$ cat src/rtl/dma_io_pkg.sv
package dma_io_pkg;
   typedef enum logic [1:0] {ST_IDLE, ST_RD, ST_WR} dma_state_e;

   localparam logic [1:0] SEL_MEM  = 2'd0;
   localparam logic [1:0] SEL_PER  = 2'd1;
   localparam logic [1:0] SEL_CNT  = 2'd2;
   localparam logic [1:0] SEL_CTRL = 2'd3;

   localparam int CB_EN    = 0;
   localparam int CB_WORD  = 1;
   localparam int CB_DOWN  = 2;
   localparam int CB_IRQEN = 3;
   localparam int CB_CLR   = 4;
   localparam int CB_DONE  = 5;
   localparam int CB_ERR   = 6;
endpackage

$ cat src/rtl/dma_io_regs.sv
module dma_io_regs
   import dma_io_pkg::*;
#(
   parameter int ADDR_W  = 24,
   parameter int PER_W   = 8,
   parameter int CNT_W   = 16,
   parameter bit WORD_EN = 1'b1
) (
   input  logic              clk,
   input  logic              rst_n,
   input  logic              reg_wr,
   input  logic [1:0]        reg_sel,
   input  logic [ADDR_W-1:0] reg_wdata,
   output logic [ADDR_W-1:0] reg_rdata,
   input  logic              busy,
   input  logic              step,
   input  logic              odd_err,
   output logic [ADDR_W-1:0] mem_q,
   output logic [PER_W-1:0]  per_q,
   output logic [CNT_W-1:0]  cnt_q,
   output logic              en_q,
   output logic              word_q,
   output logic              down_q,
   output logic              irqen_q,
   output logic              done_q,
   output logic              err_q
);
   logic              word_in;
   logic [ADDR_W-1:0] step_amt;
   logic [ADDR_W-1:0] mem_next;

   generate
      if (WORD_EN) begin : g_word
         assign word_in = reg_wdata[CB_WORD];
      end else begin : g_byte_only
         assign word_in = 1'b0;
      end
   endgenerate

   always_comb begin
      step_amt = word_q ? ADDR_W'(2) : ADDR_W'(1);
      mem_next = down_q ? (mem_q - step_amt) : (mem_q + step_amt);
   end

   always_ff @(posedge clk) begin
      if (!rst_n) begin
         mem_q   <= '0;
         per_q   <= '0;
         cnt_q   <= '0;
         en_q    <= 1'b0;
         word_q  <= 1'b0;
         down_q  <= 1'b0;
         irqen_q <= 1'b0;
         done_q  <= 1'b0;
         err_q   <= 1'b0;
      end else begin
         if (reg_wr && !busy) begin
            case (reg_sel)
               SEL_MEM: mem_q <= reg_wdata;
               SEL_PER: per_q <= reg_wdata[PER_W-1:0];
               SEL_CNT: cnt_q <= reg_wdata[CNT_W-1:0];
               default: begin
                  en_q    <= reg_wdata[CB_EN];
                  word_q  <= word_in;
                  down_q  <= reg_wdata[CB_DOWN];
                  irqen_q <= reg_wdata[CB_IRQEN];
                  if (reg_wdata[CB_CLR]) begin
                     done_q <= 1'b0;
                     err_q  <= 1'b0;
                  end
               end
            endcase
         end
         if (step) begin
            mem_q <= mem_next;
            cnt_q <= cnt_q - CNT_W'(1);
            if (cnt_q == CNT_W'(1)) begin
               en_q   <= 1'b0;
               done_q <= 1'b1;
            end
         end
         if (odd_err) begin
            err_q <= 1'b1;
            en_q  <= 1'b0;
         end
      end
   end

   always_comb begin
      case (reg_sel)
         SEL_MEM: reg_rdata = mem_q;
         SEL_PER: reg_rdata = ADDR_W'(per_q);
         SEL_CNT: reg_rdata = ADDR_W'(cnt_q);
         default: reg_rdata = ADDR_W'({err_q, done_q, 1'b0, irqen_q,
                                       down_q, word_q, en_q});
      endcase
   end
endmodule

$ cat src/rtl/dma_io_seq.sv
module dma_io_seq
   import dma_io_pkg::*;
#(
   parameter int ADDR_W = 24,
   parameter int DATA_W = 16
) (
   input  logic              clk,
   input  logic              rst_n,
   input  logic              en,
   input  logic              word,
   input  logic              cnt_nz,
   input  logic [ADDR_W-1:0] mem_addr,
   input  logic [ADDR_W-1:0] per_addr,
   input  logic              req_rx,
   input  logic              req_other,
   input  logic [DATA_W-1:0] bus_rdata,
   input  logic              bus_ready,
   output logic [ADDR_W-1:0] bus_addr,
   output logic [DATA_W-1:0] bus_wdata,
   output logic              bus_rd,
   output logic              bus_wr,
   output logic              busy,
   output logic              step,
   output logic              odd_err,
   output logic              cur_rx
);
   localparam int HALF_W = DATA_W / 2;

   dma_state_e        state;
   logic              pend_rx, pend_ot;
   logic              take, take_rx, take_ot, odd;
   logic [DATA_W-1:0] data_q;

   always_comb begin
      take    = (state == ST_IDLE) && en && cnt_nz && (pend_rx || pend_ot);
      take_rx = take && pend_rx;
      take_ot = take && !pend_rx;
      odd     = word && mem_addr[0];
      odd_err = take && odd;
      busy    = (state != ST_IDLE);
      bus_rd  = (state == ST_RD);
      bus_wr  = (state == ST_WR);
      step    = bus_wr && bus_ready;
      if (bus_rd) bus_addr = cur_rx ? per_addr : mem_addr;
      else        bus_addr = cur_rx ? mem_addr : per_addr;
      bus_wdata = word ? data_q : {{HALF_W{1'b0}}, data_q[HALF_W-1:0]};
   end

   always_ff @(posedge clk) begin
      if (!rst_n) begin
         state   <= ST_IDLE;
         pend_rx <= 1'b0;
         pend_ot <= 1'b0;
         cur_rx  <= 1'b0;
         data_q  <= '0;
      end else begin
         pend_rx <= en && ((pend_rx && !take_rx) || req_rx);
         pend_ot <= en && ((pend_ot && !take_ot) || req_other);
         case (state)
            ST_IDLE: if (take && !odd) begin
               state  <= ST_RD;
               cur_rx <= pend_rx;
            end
            ST_RD: if (bus_ready) begin
               data_q <= bus_rdata;
               state  <= ST_WR;
            end
            default: if (bus_ready) state <= ST_IDLE;
         endcase
      end
   end
endmodule

$ cat src/rtl/dma_io_channel.sv
module dma_io_channel
   import dma_io_pkg::*;
#(
   parameter int ADDR_W  = 24,
   parameter int PER_W   = 8,
   parameter int CNT_W   = 16,
   parameter int DATA_W  = 16,
   parameter bit WORD_EN = 1'b1,
   parameter bit HAS_IRQ = 1'b1
) (
   input  logic              clk,
   input  logic              rst_n,
   input  logic              reg_wr,
   input  logic [1:0]        reg_sel,
   input  logic [ADDR_W-1:0] reg_wdata,
   output logic [ADDR_W-1:0] reg_rdata,
   input  logic              req_rx,
   input  logic              req_other,
   output logic [ADDR_W-1:0] bus_addr,
   output logic [DATA_W-1:0] bus_wdata,
   input  logic [DATA_W-1:0] bus_rdata,
   output logic              bus_rd,
   output logic              bus_wr,
   output logic              bus_word,
   input  logic              bus_ready,
   output logic              done,
   output logic              irq,
   output logic              err
);
   localparam int ONES_W = ADDR_W - PER_W;

   generate
      if (PER_W >= ADDR_W) begin : g_bad_per
         $error("PER_W must be narrower than ADDR_W");
      end
      if (DATA_W < 16 || (DATA_W % 2) != 0) begin : g_bad_data
         $error("DATA_W must be even and at least 16");
      end
      if (CNT_W > ADDR_W || ADDR_W < 8) begin : g_bad_cnt
         $error("CNT_W must fit in ADDR_W, ADDR_W at least 8");
      end
   endgenerate

   logic [ADDR_W-1:0] mem_q;
   logic [PER_W-1:0]  per_q;
   logic [CNT_W-1:0]  cnt_q;
   logic [ADDR_W-1:0] per_addr;
   logic en_q, word_q, down_q, irqen_q, done_q, err_q;
   logic busy, step, odd_err, cur_rx;

   assign per_addr = {{ONES_W{1'b1}}, per_q};
   assign bus_word = word_q;
   assign done     = done_q;
   assign err      = err_q;

   generate
      if (HAS_IRQ) begin : g_irq
         assign irq = done_q && irqen_q;
      end else begin : g_no_irq
         assign irq = 1'b0;
      end
   endgenerate

   dma_io_regs #(
      .ADDR_W(ADDR_W), .PER_W(PER_W), .CNT_W(CNT_W), .WORD_EN(WORD_EN)
   ) u_regs (
      .clk(clk), .rst_n(rst_n), .reg_wr(reg_wr), .reg_sel(reg_sel),
      .reg_wdata(reg_wdata), .reg_rdata(reg_rdata), .busy(busy),
      .step(step), .odd_err(odd_err), .mem_q(mem_q), .per_q(per_q),
      .cnt_q(cnt_q), .en_q(en_q), .word_q(word_q), .down_q(down_q),
      .irqen_q(irqen_q), .done_q(done_q), .err_q(err_q)
   );

   dma_io_seq #(
      .ADDR_W(ADDR_W), .DATA_W(DATA_W)
   ) u_seq (
      .clk(clk), .rst_n(rst_n), .en(en_q), .word(word_q),
      .cnt_nz(cnt_q != '0), .mem_addr(mem_q), .per_addr(per_addr),
      .req_rx(req_rx), .req_other(req_other), .bus_rdata(bus_rdata),
      .bus_ready(bus_ready), .bus_addr(bus_addr), .bus_wdata(bus_wdata),
      .bus_rd(bus_rd), .bus_wr(bus_wr), .busy(busy), .step(step),
      .odd_err(odd_err), .cur_rx(cur_rx)
   );
endmodule

$ cat config.mk
export PLATFORM = sky130hd
export DESIGN_NAME = dma_io_channel
export DESIGN_NICKNAME = d
export VERILOG_FILES = /design/src/rtl/dma_io_pkg.sv /design/src/rtl/dma_io_regs.sv /design/src/rtl/dma_io_seq.sv /design/src/rtl/dma_io_channel.sv
export SDC_FILE = /design/constraint.sdc
export NUM_CORES = 1
export LEC_CHECK = 0
export BUFFER_PORTS_ARGS = -buffer_cell sky130_fd_sc_hd__buf_2
export CAP_MARGIN = 20
export CORE_MARGIN = 2
export CORE_UTILIZATION = 62
export CTS_BUF_LIST = sky130_fd_sc_hd__clkbuf_4
export CTS_CLUSTER_SIZE = 16
export DETAILED_ROUTE_END_ITERATION = 8
export GPL_TIMING_DRIVEN = 0
export PLACE_DENSITY = 0.95
export SYNTH_ARGS = -nofsm -noshare
export SYNTH_HDL_FRONTEND = slang
export SYNTH_HIERARCHICAL = 1
export SYNTH_SLANG_ARGS = --single-unit
$ cat constraint.sdc
create_clock -name clk -period 7.95 [get_ports clk]
set_clock_uncertainty 0.05 [all_clocks]
set_input_delay 1.59 -clock clk [delete_from_list [all_inputs] [get_ports clk]]
set_output_delay 1.59 -clock clk [all_outputs]
set_load 0.01 [all_outputs]
==> reports/qor.yml, run 1 <==
sta:
  rsz0062_at_grt: "false"
  finalSetupTns_ns: 0
  finalMaxSlewViolations: 0
  hold_violations: 0
  tightest_slew_ns: 1.14
  fin_crit_ns: 5.19
  fmax_ghz: 0.193
  finalCritPeriodShare_pct: 65.3
  setup_ws_ns: 2.76
  setup_viol_count_final: 0
  relSlewSlack_pct: 24.0
die:
  dieHeight_um: 98.3
  rows: 34
  die_area_mm2: 0.00965
  die_w_um: 98.3
  core_region_area_mm2: 0.00868
  ios: 118
  initial_utilization_pct: 63.5
final_layout:
  layout.cells.non_filler: 904
  diodes: 0
  final_layout_size_suffix_gt1_share_pct: 25.4
  area_growth_syn_to_layout_pct: 17.1
  design_area_mm2: 0.00645
  nets: 865
  final_core_util_pct: 74.3
critical_path:
  crit_required_ns: 6.31
  rr_worst_depth: 10
  crit_arrival_ns: 3.55
  critPathKind: "input pin to primary output"
  cp_max_fo: 10
  cp-start-kind: "input pin"
  endpoint_kind: "primary output"
route:
  routed_via_density: 6.29
  wl_per_cell_um: 18.5
  totalWireLength_mm: 16.7
  num_vias: 5685
  antenna_left: 0
  dr.pass1.iters: 6
  drc: 0
  drt-initial-drc-count: 630
yosys:
  synthArstFlopShare_pct: 0
  synth_edf_count: 0
  synth_common_cells: "dfxtp_1, nand2_1, a21oi_1"
  ys.flop_type: "dfxtp_1"
  synthCells: 648
  yosysSeqAreaShare_pct: 27.3
  yosysWarnings: 6
  synth-seq-cells: 75
  synth_area_leader_cell: "dfxtp_1"
  avgSynthCellArea_um2: 8.50
  synth_top_area_share_pct: 27.3
  yosys-top-cells-area: "dfxtp_1, mux2i_1, ha_1"
  ys_types: 68
  synth_most_common_cell: "dfxtp_1"
  synthesis.area_mm2: 0.00551
grt:
  grt_max_degree: 26
  grt_pass1_vias: 5531
  grt-ovfl-total: 0
  grt_usage_pct: 33.7
  grt_pass1_wl_mm: 26.5
  antenna_found_initial: 0
worst_hold_path:
  worstHoldPathCells: 2
  hold_path.class: "register to register"
clocking:
  cts.clk_slew.worst_paths_ns: 0.14
  cts_max_path_buffers: 2
  ctsResizeCount: 0
  cts_setup_buffers: 0
  cts_made_buffers: 9
  htreeDepth: 3
  root_buffer: "clkbuf_4"
  clock_sinks: 75
  insertion_delay_ns: 0.43
  ctsHoldBuffers: 0
  cts_tree: "done"
placed_design:
  gp_congestion: 0.994
  dp_cells: 888
  dp_slack_ns: 2.85
  dpl.hpwl_mm: 12.4
  dpl-instance-area_mm2: 0.00628
  io_buffers: 117
power:
  p_per_area_mw_per_mm2: 128
  irDropWorstVdd_uv: 103
  p_leak_uw: 0.00308
outcome:
  status: "complete, no violations"
flow_run:
  cap_viol_max_count: 0
==> registers in the layout, indices dropped and copies added (netlist names) <==
| register | flops |
|---|---|
| u_regs/down_q | 1 |
| u_regs/irqen_q | 1 |
| u_seq/state | 2 |
| u_regs/word_q | 1 |
| u_regs/per_q | 8 |
| u_regs/mem_q | 24 |
| u_seq/cur_rx | 1 |
| u_regs/en_q | 1 |
| u_regs/cnt_q | 16 |
| u_seq/data_q | 16 |
| u_seq/pend_rx | 1 |
| u_regs/done_q | 1 |
| u_regs/err_q | 1 |
| u_seq/pend_ot | 1 |
==> power breakdown <==
group          switching (µW)  leakage (µW)  total, µW  internal [µW]
registers                14.6      0.000608        400            386
clock network             151     0.0000850        281            130
logic                    81.3       0.00239        146           64.4
total                     247       0.00308        827            580
==> cells by family (layout without fill, tap and decap cells) <==
family,count (synthesis),in the layout,synth area share [%]
and+or+nand+nor,237,237,22.1
AOI/OAI and AO/OA,160,160,19.0
muxes,76,76,17.3
DFF,75,75,27.3
buffers and inverters,52,185,4.52
adders and majority gates,26,26,6.04
xor gates and xnor gates,21,21,3.68
other,1,16,0.0681
==> cell usage in the layout, fill, tap and decap left out, types with 3 or more instances in the layout <==
master,Yosys,routed
dfxtp_1,75,75
a21boi_0,20,20
nor2b_1,40,40
a211oi_1,3,3
clkbuf_4,0,9
ha_1,25,25
or2_2,3,3
clkbuf_1,22,22
buf_2,6,123
o22ai_1,3,3
xnor2_1,13,13
inv_6,0,3
nand4_1,8,8
buf_1,4,4
nor4_1,7,7
o211a_1,3,3
mux2i_1,36,36
nand3_1,10,10
inv_1,9,9
o21ai_0,31,31
and2_1,23,23
o21bai_1,3,3
a21oi_1,50,50
nand2b_1,5,5
mux2_4,20,20
nand2_1,67,67
buf_4,8,8
nor3_1,7,7
a21o_1,13,13
o21a_1,5,5
nor2_1,47,47
mux2_2,14,14
conb_1,1,16
and3_1,6,6
xor2_1,7,7
a311oi_1,5,5
a31oi_1,4,4
mux4_2,6,6
==> routing by layer <==
metal | vias to the layer above | track usage, % | part of all wire, %
met5 | - | 0 | 0
met3 | 77 | 5.30 | 10
li1 | 2587 | - | -
met2 | 398 | 58.3 | 49
met4 | 0 | 14.8 | 3.5
met1 | 2623 | 41.6 | 37
==> critical path, stage by stage <==
cell and delay [ns]:
buf_2 0.11, clkbuf_1 0.47, buf_1 0.78, mux2i_1 0.35
nor2_1 0.08, buf_2 0.17
==> through the flow <==
stage,hold slack (ns),total power [µW]
after floorplan,0.385,498
after global placement,0.394,542
after detailed placement,0.406,548
after CTS,0.425,825
after global routing,0.452,856
final,0.420,827
==> final timing paths <==
kind / endpoint / slack (ns) / start
hold / removal: u_seq/data_q[13]$_SDFFE_PN0P_ / 0.42 / u_seq/data_q[13]$_SDFFE_PN0P_
hold reg to reg: u_seq/data_q[13]$_SDFFE_PN0P_ / 0.42 / u_seq/data_q[13]$_SDFFE_PN0P_
setup reg to reg: u_regs/mem_q[23]$_SDFFE_PN0P_ / 4.19 / u_regs/down_q$_SDFFE_PN0P_
setup / recovery: reg_rdata[14] / 2.76 / reg_sel[1]
==> final cells by class <==
type | count | area [µm²]
multi-input combinational | 536 | 3810
fill | 646 | 2230
sequential | 75 | 1500
timing repair buffer | 117 | 586
buffer | 43 | 215
tap | 108 | 135
clock inverter | 7 | 97.6
clock buffer | 9 | 67.6
inverter | 9 | 33.8
(Power assumes the default switching activity.)
==> inputs of run 2 (changes only) <==
- CORE_UTILIZATION: 62 -> 57
- PLACE_DENSITY: 0.95 -> 0.9
- clock period: 7.95 -> 4.8 ns (I/O delays scaled with it)
==> run 2 against run 1 <==
Via count down 1.8%. Total power up 60%. Register-to-register slack worse by 2.8 ns. Clock-buffer cell count unchanged. Routed wire length down 0.83%. Die area up 8.4%. Setup slack worse by 1.7 ns. Design area up 0.33%. Sequential power up 66%. Critical path type unchanged. Highest routed layer unchanged.
==> reports/qor.yml, run 2 (synthesis results as in run 1) <==
sta:
  hold_violations: 0
  rsz0062_at_grt: "false"
  fmax_ghz: 0.266
  setup_viol_count_final: 0
  fin_crit_ns: 3.76
  finalMaxSlewViolations: 0
  finalSetupTns_ns: 0
  tightest_slew_ns: 0.818
  relSlewSlack_pct: 45.0
  finalCritPeriodShare_pct: 78.4
critical_path:
  rr_worst_depth: 10
  crit_required_ns: 3.79
  cp_max_fo: 10
  r2r_end: "u_regs/mem_q[23]$_SDFFE_PN0P_"
  endpoint_kind: "primary output"
  r2r_setup_slack_ns: 1.41
  crit_arrival_ns: 2.75
  reg2reg_from: "u_regs/down_q$_SDFFE_PN0P_"
  cp-start-kind: "input pin"
  critPathKind: "input pin to primary output"
final_layout:
  multi_input_area_mm2: 0.00381
  layout_common_cells: "buf_2, dfxtp_1, nand2_1, a21oi_1, nor2_1"
  largestRegisters: "u_regs/mem_q (24), u_regs/cnt_q (16), u_seq/data_q (16)"
  n_fill_cell: 758
  area_growth_syn_to_layout_pct: 17.5
  largest-register: "u_regs/mem_q"
  final_common_cell: "buf_2"
  seqCellArea_mm2: 0.00150
  final_core_util_pct: 69.4
  diodes: 0
  nets: 866
  largest_reg_flops: 24
  final_layout_size_suffix_gt1_share_pct: 25.6
route:
  antenna_left: 0
  totalWireLength_mm: 16.6
  num_vias: 5581
  dr.pass1.iters: 5
  drc: 0
  routed_via_density: 6.03
  drt-initial-drc-count: 487
  wl_per_cell_um: 17.9
die:
  die_w_um: 102
  die_area_mm2: 0.0105
  initial_utilization_pct: 59.0
  ios: 118
  dieHeight_um: 102
  core_region_area_mm2: 0.00933
  rows: 35
placed_design:
  gp_congestion: 0.956
  io_buffers: 117
  dpl.hpwl_mm: 12.2
clocking:
  cts.clk_slew.worst_paths_ns: 0.14
  clock_sinks: 75
  root_buffer: "clkbuf_4"
  insertion_delay_ns: 0.43
  cts_made_buffers: 9
  cts_tree: "done"
  ctsHoldBuffers: 0
  htreeDepth: 3
  ctsResizeCount: 0
  cts_setup_buffers: 0
  cts_max_path_buffers: 2
power:
  p_leak_uw: 0.00309
  irDropWorstVdd_uv: 132
  p_per_area_mw_per_mm2: 204
grt:
  grt-ovfl-total: 0
  grt_pass1_vias: 5221
  grt_max_degree: 26
  antenna_found_initial: 0
  grt_pass1_wl_mm: 25.7
  grt_usage_pct: 31.9
worst_hold_path:
  hold_end: "u_seq/data_q[8]$_SDFFE_PN0P_"
  hold_path.class: "register to register"
  worstHoldPathCells: 2
  holdCritStartpoint: "u_seq/data_q[8]$_SDFFE_PN0P_"
flow_run:
  cap_viol_max_count: 0
outcome:
  status: "complete, no violations"
==> run 2: cell count changes in the layout (fill, tap and decap cells not counted), sizes merged <==
cell / delta
bufinv: -1
inv: -2
clkinv: +4
buf: +1
clkinvlp: -1
==> run 2: power breakdown <==
group	internal, µW	switching [µW]	leakage, µW
registers	639	23.3	0.000608
clock network	163	254	0.0000818
logic	107	134	0.00240
total	909	412	0.00309
==> run 2: critical path, cell delays in order <==
cell and delay (ns):
buf_2 0.10, clkbuf_1 0.48, buf_1 0.64, mux2i_1 0.34, nor2_1 0.06, buf_2 0.16
==> run 2: worst max-delay path by stage <==
| stage | from | end | slack [ns] |
|---|---|---|---|
| 2_1_floorplan | reg_sel[1] | reg_rdata[2] | 1.64 |
| 3_3_place_gp | reg_sel[1] | reg_rdata[2] | 1.08 |
| 3_5_place_dp | reg_sel[1] | reg_rdata[2] | 1.06 |
| 4_1_cts | reg_sel[1] | reg_rdata[2] | 1.06 |
| 5_1_grt | reg_sel[1] | reg_rdata[2] | 0.96 |
| 6_report | reg_sel[1] | reg_rdata[14] | 1.04 |
==> run 2: per-stage QoR <==
| step | total power (µW) | setup WS, ns | instance area (µm²) | hold slack, ns | instances |
|---|---|---|---|---|---|
| global route | 1370 | 0.963 | 6470 | 0.452 | 926 |
| detailed placement | 907 | 1.06 | 6310 | 0.406 | 909 |
| CTS | 1310 | 1.06 | 6460 | 0.426 | 925 |
| finish | 1320 | 1.04 | 6470 | 0.422 | 926 |
| floorplan | 825 | 1.64 | 5560 | 0.385 | 663 |
| global placement | 899 | 1.08 | 6310 | 0.395 | 909 |
==> run 2: area by class of cell <==
class,count,area share (%)
plain buffers,43,3.33
clock buffers,9,1.04
clock inverters,7,1.20
inverters,9,0.522
multi-input cells,536,58.9
flip-flops and latches,75,23.2
well taps,129,2.49
repair buffers,118,9.28
==> run 2: metal layers <==
layer | global-route usage, % | up-vias | part of all wire, %
li1 | - | 2585 | -
met1 | 39.7 | 2634 | 40
met2 | 53.3 | 313 | 48
met3 | 6.91 | 49 | 9.5
met4 | 13.4 | 0 | 2.8
met5 | 0 | - | 0
==> inputs of run 3 (changes only) <==
- clock period: 4.8 -> 3.56 ns (I/O delays scaled with it)
==> run 3 against run 2 <==
Non-clock buffer count decreased by 1. Sequential power increased by 35%. Cell count decreased by 0.11%. Hold slack about the same. Clock power increased by 35%. Sequential cell count unchanged. Setup slack got worse by 0.78 ns. Global-route usage unchanged.
==> reports/qor.yml, run 3 (synthesis results as in run 1) <==
worst_hold_path:
  holdCritStartpoint: "u_seq/data_q[8]$_SDFFE_PN0P_"
  hold_path.class: "register to register"
power:
  p_per_area_mw_per_mm2: 275
  p_leak_uw: 0.00308
  irDropWorstVdd_uv: 177
placed_design:
  dp_slack_ns: 0.00282
  gp_congestion: 0.956
  io_buffers: 117
  dpl-instance-area_mm2: 0.00631
  dpl.hpwl_mm: 12.2
final_layout:
  largest-register: "u_regs/mem_q"
  final_layout_size_suffix_gt1_share_pct: 25.6
  final_core_util_pct: 69.2
  diodes: 0
  design_area_mm2: 0.00646
  largestRegisters: "u_regs/mem_q (24), u_regs/cnt_q (16), u_seq/data_q (16)"
  area_growth_syn_to_layout_pct: 17.2
  seqCellArea_mm2: 0.00150
  multi_input_area_mm2: 0.00381
  n_fill_cell: 760
  final_common_cell: "buf_2"
  layout_common_cells: "buf_2, dfxtp_1, nand2_1, a21oi_1, nor2_1"
  largest_reg_flops: 24
  nets: 865
critical_path:
  crit_arrival_ns: 3.60
  reg2reg_from: "u_regs/down_q$_SDFFE_PN0P_"
  rr_worst_depth: 10
  critPathKind: "register to register"
  cp_max_fo: 25
  cp-start-kind: "register"
  r2r_end: "u_regs/mem_q[23]$_SDFFE_PN0P_"
  endpoint_kind: "register"
  crit_path_start: "u_regs/down_q$_SDFFE_PN0P_"
  crit_required_ns: 3.85
  setup.worst_path.end: "u_regs/mem_q[23]$_SDFFE_PN0P_"
  r2r_setup_slack_ns: 0.25
sta:
  setup_viol_count_final: 0
  setup_ws_ns: 0.254
  hold_violations: 0
  finalSetupTns_ns: 0
  tightest_slew_ns: 0.837
  fin_crit_ns: 3.31
  relSlewSlack_pct: 43.7
  finalCritPeriodShare_pct: 92.9
  rsz0062_at_grt: "false"
  finalMaxSlewViolations: 0
  fmax_ghz: 0.303
die:
  dieHeight_um: 102
  die_w_um: 102
  rows: 35
  ios: 118
  die_area_mm2: 0.0105
  initial_utilization_pct: 59.0
  core_region_area_mm2: 0.00933
route:
  antenna_left: 0
  routed_via_density: 6.01
  drt-initial-drc-count: 493
  dr.pass1.iters: 7
  drc: 0
  totalWireLength_mm: 16.4
  wl_per_cell_um: 17.8
  num_vias: 5557
grt:
  grt-ovfl-total: 0
  grt_max_degree: 26
  antenna_found_initial: 0
  grt_pass1_vias: 5221
  grt_pass1_wl_mm: 25.7
  grt_usage_pct: 31.9
clocking:
  cts_made_buffers: 9
  clock_sinks: 75
  cts.clk_slew.worst_paths_ns: 0.14
  ctsHoldBuffers: 0
  cts_tree: "done"
  htreeDepth: 3
  cts_max_path_buffers: 2
  root_buffer: "clkbuf_4"
  insertion_delay_ns: 0.44
flow_run:
  cap_viol_max_count: 0
outcome:
  status: "complete, no violations"
[run 3: power by group]
part	switching, µW	internal (µW)	total, µW
logic	178	143	321
clock network	342	220	562
registers	32.7	861	894
[run 3: per-stage QoR]
stage                     hold WS [ns]  std cells  power, µW
after global placement           0.395        909       1210
after floorplan                  0.385        663       1110
after CTS                        0.426        925       1770
after global routing             0.446        925       1850
final                            0.422        925       1780
after detailed placement         0.406        909       1220
[run 3: timing repair]
action,CTS,global route
gates resized for setup,1,0
setup endpoints to repair,1,0
setup buffers,0,0
[run 3: critical path, cell delays in order, from the launching register on]
cell and delay, ns:
dfxtp_2 0.76, nor2b_1 0.31, ha_1 0.27, nor2b_1 0.15
o2111ai_1 0.19, nand4b_1 0.29, o41ai_2 0.47, nor4_1 0.17
o21ai_1 0.22, nand3_1 0.10, a41o_1 0.24
[run 3: final cells by class]
cell class                 count  area share (%)
buffer                        43            3.33
sequential                    75            23.3
tap                          129            2.50
clock buffer                   9            1.05
clock inverter                 7            1.20
multi-input combinational    536            59.1
inverter                       9           0.523
timing repair buffer         117            9.07
[run 3: metal layers]
layer	global-route usage, %	part of all wire [%]	vias up
li1	-	-	2589
met1	39.7	39	2602
met2	53.3	48	314
met3	6.91	10	52
met4	13.4	3.2	0
met5	0	0	-
[run 3: how the worst min path moves through the flow]
| stage | to | slack (ns) | depth (start not counted) |
|---|---|---|---|
| 3_3_place_gp | u_seq/data_q[6]$_SDFFE_PN0P_ | 0.40 | 2 |
| 5_1_grt | u_seq/data_q[11]$_SDFFE_PN0P_ | 0.45 | 3 |
| 4_1_cts | u_seq/data_q[8]$_SDFFE_PN0P_ | 0.43 | 2 |
| 3_5_place_dp | u_seq/data_q[15]$_SDFFE_PN0P_ | 0.41 | 2 |
| 6_report | u_seq/data_q[8]$_SDFFE_PN0P_ | 0.42 | 2 |
| 2_1_floorplan | u_seq/data_q[6]$_SDFFE_PN0P_ | 0.39 | 2 |
